$ cat src/rtl/wdt_pkg.sv
// Package: shared constants, field positions and the mode-state type
// for the runaway-software watchdog. Assumes an 8-bit register bus.
package wdt_pkg;
    localparam int REG_W   = 8;
    localparam int SEL_W   = 3;
    localparam int RUN_POS = 7;
    localparam int EN_POS  = 4;
    localparam int ACT_POS = 3;

    localparam logic ADDR_MODE = 1'b0;
    localparam logic ADDR_SEL  = 1'b1;

    typedef struct packed {
        logic run;   // watchdog started
        logic en;    // detection enabled
        logic act;   // 1: reset request, 0: NMI request
    } mode_t;

    // Legal interval codes have bit 0 clear
    function automatic logic code_legal(input logic [SEL_W-1:0] c);
        return (c[0] == 1'b0);
    endfunction
endpackage

$ cat src/rtl/wdt_regs.sv
// Register file: mode register and interval-select register.
// Assumes one write per cycle. Configuration is locked once run is set;
// run can only be cleared by reset. Produces a restart strobe on any
// write of 1 to the run bit.
module wdt_regs
    import wdt_pkg::*;
(
    input  logic             clk,
    input  logic             rst_n,
    input  logic             wr_en,
    input  logic             wr_addr,
    input  logic [REG_W-1:0] wr_data,
    input  logic             rd_addr,
    output logic [REG_W-1:0] rd_data,
    output mode_t            mode_o,
    output logic [1:0]       sel_idx_o,
    output logic             restart_o
);
    mode_t            mode_q;
    logic [SEL_W-1:0] code_q;
    logic             wr_mode;
    logic             wr_sel;
    logic             unused_wr_bits;

    assign wr_mode        = wr_en && (wr_addr == ADDR_MODE);
    assign wr_sel         = wr_en && (wr_addr == ADDR_SEL);
    assign unused_wr_bits = ^wr_data[6:5];

    // Mode register update: configuration while stopped, run is sticky
    always_ff @(posedge clk) begin
        if (!rst_n) begin
            mode_q <= '0;
        end else if (wr_mode) begin
            if (!mode_q.run) begin
                mode_q.en  <= wr_data[EN_POS];
                mode_q.act <= wr_data[ACT_POS];
            end
            if (wr_data[RUN_POS]) begin
                mode_q.run <= 1'b1;
            end
        end
    end

    // Interval-select register update: legal codes only, while stopped
    always_ff @(posedge clk) begin
        if (!rst_n) begin
            code_q <= '0;
        end else if (wr_sel && !mode_q.run && code_legal(wr_data[SEL_W-1:0])) begin
            code_q <= wr_data[SEL_W-1:0];
        end
    end

    // Read multiplexer
    always_comb begin
        rd_data = '0;
        if (rd_addr == ADDR_MODE) begin
            rd_data[RUN_POS] = mode_q.run;
            rd_data[EN_POS]  = mode_q.en;
            rd_data[ACT_POS] = mode_q.act;
        end else begin
            rd_data[SEL_W-1:0] = code_q;
        end
    end

    assign mode_o    = mode_q;
    assign sel_idx_o = code_q[2:1];
    assign restart_o = wr_mode && wr_data[RUN_POS];

    a_r9_run_sticky: assert property (@(posedge clk) disable iff (!rst_n)
        mode_q.run |=> mode_q.run);
    a_r10_cfg_locked: assert property (@(posedge clk) disable iff (!rst_n)
        mode_q.run |=> ($stable(mode_q.en) && $stable(mode_q.act) && $stable(code_q)));
    a_r4_code_legal: assert property (@(posedge clk) disable iff (!rst_n)
        code_q[0] == 1'b0);
endmodule

$ cat src/rtl/wdt_prescaler.sv
// Free-running prescaler: emits a one-cycle tick every 2**TICK_LOG clocks.
// Never cleared by a restart; frozen (tick suppressed) while stop is high.
// Assumes TICK_LOG >= 1.
module wdt_prescaler #(
    parameter int TICK_LOG = 3
) (
    input  logic                clk,
    input  logic                rst_n,
    input  logic                stop_i,
    output logic                tick_o,
    output logic [TICK_LOG-1:0] phase_o
);
    logic [TICK_LOG-1:0] phase_q;

    // Phase counter: advances every clock outside STOP
    always_ff @(posedge clk) begin
        if (!rst_n) begin
            phase_q <= '0;
        end else if (!stop_i) begin
            phase_q <= phase_q + 1'b1;
        end
    end

    assign tick_o  = (phase_q == '1) && !stop_i;
    assign phase_o = phase_q;

    a_r13_pre_frozen: assert property (@(posedge clk) disable iff (!rst_n)
        stop_i |=> $stable(phase_q));
endmodule

$ cat src/rtl/wdt_counter.sv
// Tick counter with four terminal values selected by a 2-bit index
// (2**(CNT_BASE + 2*i) ticks). Clears on restart, which wins over a tick;
// wraps to zero on expiry and keeps running. Assumes the index is held
// constant while active.
module wdt_counter #(
    parameter int CNT_BASE = 8
) (
    input  logic       clk,
    input  logic       rst_n,
    input  logic       active_i,
    input  logic       clear_i,
    input  logic       tick_i,
    input  logic [1:0] sel_idx_i,
    output logic       expire_o
);
    localparam int CW = CNT_BASE + 6;

    logic [CW-1:0] term [4];
    logic [CW-1:0] cnt_q;
    logic          at_term;

    for (genvar g = 0; g < 4; g++) begin : g_term
        localparam int SH = CNT_BASE + 2 * g;
        localparam logic [CW-1:0] TV = CW'((64'd1 << SH) - 64'd1);
        assign term[g] = TV;
    end

    assign at_term  = (cnt_q == term[sel_idx_i]);
    assign expire_o = active_i && tick_i && !clear_i && at_term;

    // Count ticks; restart clears, expiry wraps to zero
    always_ff @(posedge clk) begin
        if (!rst_n) begin
            cnt_q <= '0;
        end else if (clear_i) begin
            cnt_q <= '0;
        end else if (active_i && tick_i) begin
            cnt_q <= at_term ? '0 : cnt_q + 1'b1;
        end
    end

    a_r8_wrap_zero: assert property (@(posedge clk) disable iff (!rst_n)
        expire_o |=> (cnt_q == '0));
    a_r13_cnt_hold: assert property (@(posedge clk) disable iff (!rst_n)
        (!tick_i && !clear_i) |=> $stable(cnt_q));
    a_r6_clear_zero: assert property (@(posedge clk) disable iff (!rst_n)
        clear_i |=> (cnt_q == '0));
endmodule

$ cat src/rtl/runaway_wdt.sv
// Top: runaway-software watchdog. Connects registers, prescaler and tick
// counter; routes an expiry to a registered one-cycle reset or NMI request.
// Assumes clock gating for STOP is modelled by stop_i; halt_i is observed
// only to document that HALT does not affect counting.
module runaway_wdt
    import wdt_pkg::*;
#(
    parameter int TICK_LOG = 3,
    parameter int CNT_BASE = 8
) (
    input  logic             clk,
    input  logic             rst_n,
    input  logic             wr_en,
    input  logic             wr_addr,
    input  logic [REG_W-1:0] wr_data,
    input  logic             rd_addr,
    output logic [REG_W-1:0] rd_data,
    input  logic             halt_i,
    input  logic             stop_i,
    output logic             rst_req_o,
    output logic             nmi_req_o
);
    mode_t               mode;
    logic [1:0]          sel_idx;
    logic                restart;
    logic                tick;
    logic [TICK_LOG-1:0] phase;
    logic                expire;
    logic                unused_halt;

    assign unused_halt = halt_i;

    wdt_regs u_regs (
        .clk       (clk),
        .rst_n     (rst_n),
        .wr_en     (wr_en),
        .wr_addr   (wr_addr),
        .wr_data   (wr_data),
        .rd_addr   (rd_addr),
        .rd_data   (rd_data),
        .mode_o    (mode),
        .sel_idx_o (sel_idx),
        .restart_o (restart)
    );

    wdt_prescaler #(.TICK_LOG(TICK_LOG)) u_pre (
        .clk     (clk),
        .rst_n   (rst_n),
        .stop_i  (stop_i),
        .tick_o  (tick),
        .phase_o (phase)
    );

    wdt_counter #(.CNT_BASE(CNT_BASE)) u_cnt (
        .clk       (clk),
        .rst_n     (rst_n),
        .active_i  (mode.run && mode.en),
        .clear_i   (restart),
        .tick_i    (tick),
        .sel_idx_i (sel_idx),
        .expire_o  (expire)
    );

    // Request outputs: one-cycle pulse on the line picked by the action bit
    always_ff @(posedge clk) begin
        if (!rst_n) begin
            rst_req_o <= 1'b0;
            nmi_req_o <= 1'b0;
        end else begin
            rst_req_o <= expire && mode.act;
            nmi_req_o <= expire && !mode.act;
        end
    end

    a_r7_exclusive: assert property (@(posedge clk) disable iff (!rst_n)
        $onehot0({rst_req_o, nmi_req_o}));
    a_r7_rst_single: assert property (@(posedge clk) disable iff (!rst_n)
        rst_req_o |=> !rst_req_o);
    a_r7_nmi_single: assert property (@(posedge clk) disable iff (!rst_n)
        nmi_req_o |=> !nmi_req_o);
    a_r11_silent: assert property (@(posedge clk) disable iff (!rst_n)
        !mode.en |=> (!rst_req_o && !nmi_req_o));
    a_r12_halt_runs: assert property (@(posedge clk) disable iff (!rst_n)
        (halt_i && !stop_i) |=> (phase != $past(phase)));
endmodule

$ cat config.mk
export PLATFORM = sky130hd
export DESIGN_NAME = runaway_wdt
export DESIGN_NICKNAME = d
export VERILOG_FILES = /design/src/rtl/wdt_pkg.sv /design/src/rtl/wdt_regs.sv /design/src/rtl/wdt_prescaler.sv /design/src/rtl/wdt_counter.sv /design/src/rtl/runaway_wdt.sv
export SDC_FILE = /design/constraint.sdc
export NUM_CORES = 1
export LEC_CHECK = 0
export BUFFER_PORTS_ARGS = -buffer_cell sky130_fd_sc_hd__buf_2
export CAP_MARGIN = 25
export CORE_MARGIN = 1.5
export CORE_UTILIZATION = 25
export CTS_CLUSTER_DIAMETER = 30
export CTS_CLUSTER_SIZE = 20
export DETAILED_ROUTE_END_ITERATION = 8
export GPL_TIMING_DRIVEN = 0
export HOLD_SLACK_MARGIN = 0.1
export PLACE_DENSITY = 0.5
export SLEW_MARGIN = 30
export SYNTH_ARGS = -nofsm -noshare
export SYNTH_HDL_FRONTEND = slang
export SYNTH_SLANG_ARGS = --single-unit
$ cat constraint.sdc
create_clock -name clk -period 1.9 [get_ports clk]
set_input_delay 0.285 -clock clk [delete_from_list [all_inputs] [get_ports clk]]
set_output_delay 0.285 -clock clk [all_outputs]
set_load 0.03 [all_outputs]
==> summary.md <==
| Metric | Value |
|---|---|
| Status | completed |
| Setup TNS | 0 ps |
| RD Place Congestion | 0.8407 |
| Clk pwr share | 0.335 |
| Final critical-path required period | 1823 ps |
| CTS Buf Count | 3 |
| Crit-path cells | ha_2, ha_4, and4b_2, buf_6, nand3_4, or4_4, a211oi_2 |
| Detailed placement HPWL | 2028 um |
| Vias after detailed routing | 1038 |
| Post-DRT Antenna Nets | 0 |
| Critical path buffers and inverters | 1 |
| Post-route clock period utilization | 0.9597 |
| Initial core utilization | 0.2620 |
| Seq/Total Area, Yosys | 0.3992 |
| Mapped cell area | 1254 um2 |
| R2R Path Start | u_pre.phase_o[0]$_SDFFE_PN0N_ |
| Drt drc | 0 |
| GRT Residual Overflow | 0 |
| First-pass GRT wire length | 4836 um |
| Synthesis Warnings | 0 |
| Nets | 178 |
| Worst EP required | 2090 ps |
| Worst-Margin Slew | 507.9 ps |
| Count of buffers from port buffering | 19 |
| Mux share of post-synthesis cell area | 0.05589 |
| Worst rel slew slack | 0.6588 |
| Root Buffer | clkbuf_8 |
| Layout cells sized above 1 | 0.3145 |
| Max_cap viols | 0 |
| H-tree depth | 1 |
| Worst-case clock buffer depth | 2 |
| Simple-Gate Fraction of Synth Area | 0.3144 |
| LEAKAGE | 0.6090 nW |
| Distinct cells, synth | 40 |
| Gr usage total | 0.1159 |
| Final Cell Area | 1574 um2 |
| Net switching power | 0.2180 mW |
| Top FF cell, synth | dfxtp_1 |
| Hold_sp | wr_data[4] |
| Clock skew | 3.414 ps |
| Count of final hold-check violations | 0 |
| Total Wirelength | 2803 um |
| Hold crit path type | input port to flop |
| TritonCTS Sinks | 25 |
| Initial DRC Count | 53 |
| Hold path endpoint | u_regs.mode_o[1]$_SDFFE_PN0P_ |
| Pwr Total | 0.9390 mW |
| Crit Path Class | flop to flop |
| CTS tree | built |
| Core Area | 4786 um2 |
| WHS | 278.4 ps |
| Yosys top cell by area | dfxtp_1 |
| Vias per inst | 4.593 |
| WHS Path Cells | 3 |
| EDFF count, synth | 0 |
| Top-count cell post-synth | dfxtp_1 |
| Fmax | 548.4 MHz |
| Post-synth top cells | dfxtp_1 (25), nor3_1 (10), nor2b_1 (8) |
| Post-Synth XOR/XNOR Area | 0.06986 |
| Total iterations of the first detailed-routing run | 4 |
| Final setup fails | 0 |
| Chip width | 73.82 um |
| Mapped Cells | 129 |
| Clk pin slew, worst setup/hold paths | 90 ps |
| Flop2flop setup slack | 80 ps |
| Site row count | 25 |
| Slowest-stage cell, CP | or4_4 |
| Full die area | 5449 um2 |
| Critical path arrival | 2020 ps |
| Async set-or-reset flop fraction in the synthesized netlist | 0 |
| Crit start category | flop |
| Cell Area, Placed | 1439 um2 |
| Worst Path Max Fanout | 4 |
| Clk_lat worst skew | 270 ps |
| Combinational share of power | 0.086 |
| Synth top area cells | dfxtp_1 (40%), mux2i_1 (5.6%), xor2_1 (4.2%) |
| Final core occ | 0.3289 |
| Max Transition Viols Final | 0 |
| R2R depth | 7 |
| Synthesized flop and latch total | 25 |
| Largest net degree at the start of global routing | 14 |
| P_int | 0.7209 mW |
| Initial antenna violation count | 0 |
| Number of global-route vias before repair | 1039 |
| Main combinational cell family by area after synthesis | simple AND/OR/NAND/NOR gates |
| Synth Area per Inst | 9.719 um2 |
| Area share of the largest cell type after synthesis | 0.3992 |
| Ports | 25 |
| Crit-path max cell delay | 490 ps |
| Synthesized-area fraction occupied by adder cells | 0.02994 |
| Reg power frac | 0.580 |
| Sw Ratio | 0.2322 |
| Drt wl/cell | 12.40 um |
| VDD IR max | 0.2724 mV |
| Critical path endpoint category | flop |
| PD cells | 596.5 nW/um2 |
| Antenna diode count | 0 |
| Synth-to-layout area growth | 25.55% |
| FF-to-FF End | u_cnt.cnt_q[12]$_SDFFE_PP0P_ |
| Post-synthesis compound-gate area fraction | 0.09381 |
| RSZ-0062 raised after global routing | false |
| Die Ht | 73.82 um |
| Worst path top cell family by delay | simple AND/OR/NAND/NOR gates |
==> power groups by stage <==
stage	Clock (mW)	Combinational (mW)	Sequential, mW
2_1_floorplan	0	0.0493	0.552
3_3_place_gp	0	0.0717	0.555
3_5_place_dp	0	0.0749	0.555
4_1_cts	0.330	0.0789	0.543
5_1_grt	0.354	0.0892	0.546
6_report	0.314	0.0805	0.544
==> timing repair <==
action,in CTS,in global routing
hold buffers,0,0
pin swaps,3,3
setup buffers,6,0
resized for setup,6,6
setup endpoints to repair,11,13
==> cell usage in the layout (no fill, tap or decap), types with 2 or more instances in the layout <==
cell,n
nand4_1,6
clkbuf_8,3
buf_2,19
nor3_1,10
nor4_1,2
a211oi_1,2
nor3b_1,2
nor2_1,5
ha_2,2
nand3_1,4
or4_4,2
o21ai_0,3
xor2_1,6
nand2_1,7
dfxtp_2,4
mux2i_1,7
dfxtp_1,21
xnor2_1,4
nor2b_1,8
o31ai_1,2
a211oi_2,2
and3_1,2
buf_4,9
or3_1,2
conb_1,2
clkbuf_1,3
and2_1,4
==> per-stage QoR <==
stage          cells  worst slack [ps]
2_1_floorplan    130             46.88
3_3_place_gp     216            -47.15
3_5_place_dp     216            -106.9
4_1_cts          226             3.548
5_1_grt          226             2.803
6_report         226             76.59
==> metal layers <==
metal / GRT usage / up-vias / routed length [um]
met3: 0.02058 / 2 / 59
li1: - / 528 / -
met1: 0.1516 / 499 / 1326
met5: 0 / - / 0
met4: 0.04938 / 0 / 29
met2: 0.1862 / 9 / 1389
==> registers in the layout, indices dropped and copies added, names as in the netlist <==
signal,cells
nmi_req_o,1
rst_req_o,1
u_cnt.cnt_q,14
u_pre.phase_o,3
u_regs.code_q,3
u_regs.mode_o,3
==> worst max path at each step <==
| stage | endpoint | slack (ps) | cells past startpoint | startpoint |
|---|---|---|---|---|
| floorplan | u_cnt.cnt_q[12]$_SDFFE_PP0P_ | 50 | 7 | u_pre.phase_o[0]$_SDFFE_PN0N_ |
| global placement | u_cnt.cnt_q[12]$_SDFFE_PP0P_ | -50 | 7 | u_pre.phase_o[0]$_SDFFE_PN0N_ |
| detailed placement | u_cnt.cnt_q[12]$_SDFFE_PP0P_ | -110 | 7 | u_pre.phase_o[0]$_SDFFE_PN0N_ |
| CTS | u_cnt.cnt_q[12]$_SDFFE_PP0P_ | 4 | 7 | u_pre.phase_o[0]$_SDFFE_PN0N_ |
| global route | u_cnt.cnt_q[12]$_SDFFE_PP0P_ | 3 | 7 | u_pre.phase_o[0]$_SDFFE_PN0N_ |
| finish | u_cnt.cnt_q[12]$_SDFFE_PP0P_ | 80 | 7 | u_pre.phase_o[0]$_SDFFE_PN0N_ |
==> tightest hold or removal path, cell delays in order <==
cell,delay (ps)
buf_2,80
mux2i_1,60
nor2b_1,90
==> logic make-up after synthesis <==
family	Yosys count
other cells	1
compound gates	13
mux	7
buf+inv	7
fa+ha+maj	3
xor+xnor	10
simple gates	63
flops	25
==> final cells by class <==
type / instances / area (um2)
inverters: 1 / 3.754
multi-input cells: 98 / 754.5
repair buffers: 25 / 140.1
fillers: 488 / 3212
plain buffers: 6 / 41.29
flip-flops and latches: 25 / 505.5
well taps: 67 / 83.83
clock buffers: 4 / 45.04
No activity file was read; power rests on OpenSTA's default activity.
